File: config.mk
export PLATFORM = sky130hd
export DESIGN_NAME = entropy_crc_conditioner
export DESIGN_NICKNAME = d
export VERILOG_FILES = /design/src/rtl/entropy_crc_conditioner.sv
export SDC_FILE = /design/constraint.sdc
export NUM_CORES = 1
export LEC_CHECK = 0
export ABC_AREA = 1
export CORE_MARGIN = 4
export CORE_UTILIZATION = 40
export CTS_BUF_LIST = sky130_fd_sc_hd__clkbuf_8
export DETAILED_ROUTE_END_ITERATION = 8
export PLACE_DENSITY = 0.68
export SLEW_MARGIN = 15
export SYNTH_ARGS = -nofsm -noshare
export SYNTH_HDL_FRONTEND = slang
export SYNTH_SLANG_ARGS = --single-unit
export TNS_END_PERCENT = 30
File: constraint.sdc
create_clock -name clk -period 1.7 [get_ports clk]
set_input_delay 0.34 -clock clk [delete_from_list [all_inputs] [get_ports clk]]
set_output_delay 0.34 -clock clk [all_outputs]
set_load 0.005 [all_outputs]
File: src/rtl/entropy_crc_conditioner.sv
module entropy_crc_conditioner #(
  parameter int WORD_W = 64,
  parameter logic [WORD_W-1:0] POLY = 64'h231DCEE91262B8A3,
  parameter int WAIT_W = 16,
  parameter int DEFAULT_WAIT = 2048
) (
  input  logic                          clk,
  input  logic                          rst_n,
  input  logic [2:0]                    src_bits,
  input  logic                          cfg_wr,
  input  logic [9+WAIT_W-1:0]           cfg_wdata,
  output logic [9+WAIT_W-1:0]           cfg_rdata,
  input  logic                          rd_req,
  output logic                          rd_ready,
  output logic [WORD_W-1:0]             rd_data
);
  localparam int SRC_N    = 3;
  localparam int MODE_BIT = 3;
  localparam int WAIT_LSB = 9;
  localparam int CFG_W    = WAIT_LSB + WAIT_W;
  localparam logic [CFG_W-1:0] CFG_RST = CFG_W'(DEFAULT_WAIT) << WAIT_LSB;

  logic [CFG_W-1:0]  cfg_q;
  logic [WORD_W-1:0] word_q, word_d;
  logic [WAIT_W-1:0] cnt_q;

  wire              crc_mode = cfg_q[MODE_BIT];
  wire [WAIT_W-1:0] min_wait = cfg_q[WAIT_LSB +: WAIT_W];
  wire              mix      = ^(src_bits & cfg_q[SRC_N-1:0]);
  wire              fb       = word_q[WORD_W-1] ^ mix;
  wire              accept   = rd_req && rd_ready;

  assign rd_ready  = !crc_mode || (cnt_q >= min_wait);
  assign rd_data   = word_q;
  assign cfg_rdata = cfg_q;

  always_comb begin
    if (crc_mode)
      word_d = {word_q[WORD_W-2:0], 1'b0} ^ (fb ? POLY : '0);
    else
      word_d = {word_q[WORD_W-2:0], mix};
  end

  always_ff @(posedge clk) begin
    if (!rst_n) begin
      cfg_q  <= CFG_RST;
      word_q <= '0;
      cnt_q  <= '0;
    end else begin
      word_q <= word_d;
      if (cfg_wr)
        cfg_q <= cfg_wdata;
      if (accept || cfg_wr)
        cnt_q <= '0;
      else if (cnt_q != '1)
        cnt_q <= cnt_q + 1'b1;
    end
  end
endmodule

Yosys cells after proc, flatten, opt, wreduce, memory -nomap -nowiden. Index checks and enable logic that the tools add are counted.

Bits in registers: 105. Input bits: 32. Word-level logic and storage cells: 18.

$add $sub $neg: 1. $lt $le $gt $ge: 1. Equality and inequality tests: 1. Mux-type cells: 2. Bitwise gates (word level): 4. Reduce and logical (&&, ||, !) cells: 6.

Operator list (number): 64-bit two-way mux (1); 64-bit by 62-bit bitwise XOR with 64-bit output (1); 62-bit two-way mux (1); 16-bit by 1-bit adder with 16-bit output, second input constant (1); 16-bit greater-or-equal comparator (1); 16-bit != test, second input constant (1); 3-bit AND (1); 3-bit parity (1); 1-bit logical OR (2); 2-bit OR reduction (1); 1-bit logical AND (1); 1-bit zero test (1); 1-bit NOT (1); 1-bit bitwise XOR (1).

Depth between registers and ports, before layout. Gate-level depths: netlist of run 1.

Word-level depth: 6. Depth in mapped cells: 15. Mapped depth without buffers: 14.

Least setup slack after synthesis of run 1. No wires, ideal clock.

Path kind: reg-to-reg. Start point: register cfg_q[12] (netlist: cfg_rdata[12]). End point: register cnt_q[11]. Library setup time: 0.113 ns. Arrival time: 1.424 ns. Required time: 1.587 ns. Path slack: 0.163 ns. Cell stages (with the launch flop): 15. Buffers on the path: 1. Clock period less this slack: 1.537 ns. Cells stage by stage: dfxtp_1 inv_1 ha_1 nand2_1 nor2_1 nor2_1 nand2_1 nand2_1 nand2_1 nand2_1 nand2_2 nand2_2 nand2_4 buf_6 nor2_1.

Longest elaborated chain between the ends: 5.

Ends and longest elaborated chain: start, declared (RTL line 23) `logic [CFG_W-1:0] cfg_q;`; start signal, assigned (RTL line 52) `cfg_q <= cfg_wdata;`; 16-bit greater-or-equal comparator (RTL line 33) `assign rd_ready = !crc_mode || (cnt_q >= min_wait);`; 1-bit logical OR (RTL line 33); named net rd_ready (RTL line 14) `output logic rd_ready,`; 1-bit logical AND (RTL line 31) `wire accept = rd_req && rd_ready;`; 1-bit logical OR (RTL line 53) `if (accept || cfg_wr)`; 2-bit OR reduction (no line); end signal, assigned (RTL line 56) `cnt_q <= cnt_q + 1'b1;`; end, declared (RTL line 25) `logic [WAIT_W-1:0] cnt_q;`.

The timed path passes the listed nets, and every way through them passes these cells. A chain may end at the register's enable or synchronous reset.

Worst setup path after layout of run 1.
Start point: register cfg_q[12] (netlist: cfg_rdata[12]). End point: output rd_ready.

Longest elaborated chain between the ends: 2.

Ends and longest elaborated chain (RTL line): 16-bit greater-or-equal comparator (33); 1-bit logical OR (33); end, declared (14).

Every way passes these cells.

==> flow_summary.toml, run 1 <==
[sta]
tightest_slew_ns = 0.694
fmax_mhz = 494
period_share_pct = 119
rsz0062_at_grt = "yes"
maxSlewHeadroom_pct = 53.6
finClkSkew_ns = 0.00555
setup_ws_ns = -0.325
whs_ns = 0.324
period_needed_ns = 2.03
finalHoldViolCount = 0
setup_viol = 4
slew_violations = 0

[cells_and_area]
nFillCells = 997
final_nets = 800
num_antenna_cells = 0
syn_to_final_growth_pct = 41.5
layoutNonFillerInstCount = 896
utilization_pct = 58.7
layout-drive-gt1-share_pct = 19.7
multi_input_area_mm2 = 0.00195
regArea_mm2 = 0.00213

[setup_path]
start_kind = "register"
crit_arrival_ns = 1.69
worst-path-max-fanout = 2
cpMostUsedCell = "nand2_1"
required_ns = 1.36
crit_slowest_cell = "dfxtp_2"
cpPeakStageDelay_ns = 0.35
cp_cell_sequence = "inv_2, ha_4, nand2_4, nor2_4, nor2_2, nand2_1, nand2_1, nand2_1, nand2_2, nand2_2, buf_2"
cpLargestDelayFamily = "simple AND/OR/NAND/NOR gates"
crit_type = "reg2out"
endpoint_kind = "output pin"
cp_num_buf_inv = 2

[synthesis]
synth_top_area_cell = "dfxtp_1"
async_flop_share_pct = 0
yosysSeqAreaShare_pct = 45.9
synth_top_family_by_area = "simple AND/OR/NAND/NOR gates"
syn_area_mm2 = 0.00458
yosysWarnings = 0
synth_common_cells = "nand2_1, nor2_1, dfxtp_1"
synth.most_common_cell = "nand2_1"
synth_cell_types = 28
synth_xor_area_share_pct = 2.10
synth_top_cell_area_share_pct = 45.9
synth_flop_cell = "dfxtp_1"
synth_nets = 668
synthSimpleGateAreaFrac_pct = 24.9
avgSynthCellArea_um2 = 7.40
synth_edf_count = 0
synth_compound_area_share_pct = 6.07
syn_inst = 619
ys_ff_latch = 105
synthAdderAreaFrac_pct = 4.64
synthTopCellsByArea = "dfxtp_1, nand2_1, nor2_1"
synth_mux_area_share_pct = 0

[flow_run]
max-cap-violations = 0

[clocking]
cts_buffer_depth = 2
clock_latency_ns = 0.38
hold_buffers = 0
cts_buffers = 9
clockRootBuffer = "clkbuf_8"
cts_tree = "yes"
clkTransAtPathRegs_ns = 0.10
h-tree-depth = 3
clock-sinks = 105

[floorplanning]
dieArea_mm2 = 0.0132
die_x_um = 115
io_pins = 122
placeableCoreArea_mm2 = 0.0110
start_util_pct = 41.5
rows = 38
die_y_um = 115

[global_routing]
grt_max_degree = 59
grt_usage_pct = 16.2
grt.overflow.total = 0
grt_pass1_vias = 3822
antenna_found_initial = 0
grt_pass1_wl_mm = 17.4

[drt]
drcViolationCount = 0
viasPerCell = 4.44
ant_nets = 0
vias = 3977
initialDrtViolationCount = 192
routed_wl_mm = 10.8
wire_per_inst_um = 12.1
first_pass_iters = 4

[power_and_ir_drop]
p_total_mw = 4.89
leakage_nw = 3.05
power_density_mw_per_mm2 = 755
vdd_ir_drop_max_mv = 0.542

[min_path]
min_path_type = "in2reg"

[placed_design]
dp_hpwl_mm = 7.81
numPortBuffers = 121
dp.cells = 876
pre_cts_slack_ns = -0.369
gp_routability_congestion = 0.843

[outcome]
violations = "negative setup slack"
status = "finished with violations"
==> stage by stage <==
stage	setup TNS, ns	area (um^2)
2_1_floorplan	0	4580
5_1_grt	-1.92	6480
3_3_place_gp	-4.06	6020
3_5_place_dp	-4.79	6020
6_report	-0.351	6480
4_1_cts	-0.316	6340
==> cell families (layout without fill, tap and decap cells) <==
group / count (synthesis) / in the layout
simple gates: 276 / 277
buf+inv: 157 / 293
xor+xnor: 11 / 11
flops: 105 / 105
fa+ha+maj: 17 / 17
compound gates: 53 / 53
==> where the power goes <==
| part | internal, mW | total [mW] | switching (mW) |
|---|---|---|---|
| combinational | 0.374 | 0.687 | 0.312 |
| clock | 0.697 | 1.60 | 0.903 |
| sequential | 2.55 | 2.61 | 0.0513 |
==> registers in the layout, indices dropped and copies added (netlist names) <==
| signal | cells |
|---|---|
| rd_data | 64 |
| cfg_rdata | 25 |
| cnt_q | 16 |
==> repair_timing <==
item / CTS / global route
pin swaps: 11 / 9
gates cloned: 1 / 0
endpoints found under the setup margin: 19 / 27
gates resized for setup: 33 / 38
setup buffers: 2 / 2
==> worst min-delay path, stage by stage <==
cell and delay (ns):
buf_2 0.18, o21ai_0 0.10, a21oi_1 0.04
==> metal layers <==
layer / up-vias / track usage, % / routed length (um)
met5: - / 0 / 0
met3: 10 / 3.95 / 549
met2: 79 / 27.6 / 5340
met4: 0 / 4.93 / 115
li1: 2074 / - / -
met1: 1814 / 20.3 / 4820
==> cell usage in the layout (no fill, tap or decap), types with 3 or more instances in the layout <==
master / instances
nand2_8: 3
o21ai_0: 26
inv_2: 5
nor2_4: 9
dfxtp_1: 85
ha_4: 7
clkbuf_8: 9
nand2_1: 128
inv_1: 96
nand3_1: 8
xnor2_1: 4
a21oi_2: 4
nand4_1: 5
nor2_2: 13
a21oi_1: 20
nor2_1: 97
dfxtp_2: 20
ha_1: 9
buf_4: 56
clkdlybuf4s50_1: 114
nand2_2: 6
buf_12: 3
xor2_1: 7
==> cell type report <==
type                    instances  area share, %
well taps                     140           2.70
inverters                     100           5.79
clock inverters                 7           1.22
repair buffers                177           25.5
flip-flops and latches        105           32.8
clock buffers                   9           1.91
multi-input cells             358           30.1
==> worst paths after layout <==
check | from | endpoint | slack (ns) | cells after the start
worst max-delay path | cfg_rdata[12] | rd_ready | -0.33 | 11
worst min-delay path | rst_n | cfg_rdata[16] | 0.32 | 3
worst max register to register | cfg_rdata[11] | cnt_q[3] | -0.01 | 14
worst min register to register | rd_data[2] | rd_data[3] | 0.44 | 2
(Power assumes the default switching activity.)
==> run 2: changes to the inputs <==
--- a/config.mk
+++ b/config.mk
@@ -10,6 +10,7 @@
 export CORE_UTILIZATION = 40
 export CTS_BUF_LIST = sky130_fd_sc_hd__clkbuf_8
 export DETAILED_ROUTE_END_ITERATION = 8
+export HOLD_SLACK_MARGIN = 0.02
 export PLACE_DENSITY = 0.68
 export SLEW_MARGIN = 15
 export SYNTH_ARGS = -nofsm -noshare
==> results of run 2 <==
The final DEF is identical to that of run 1; final timing and power are the same.
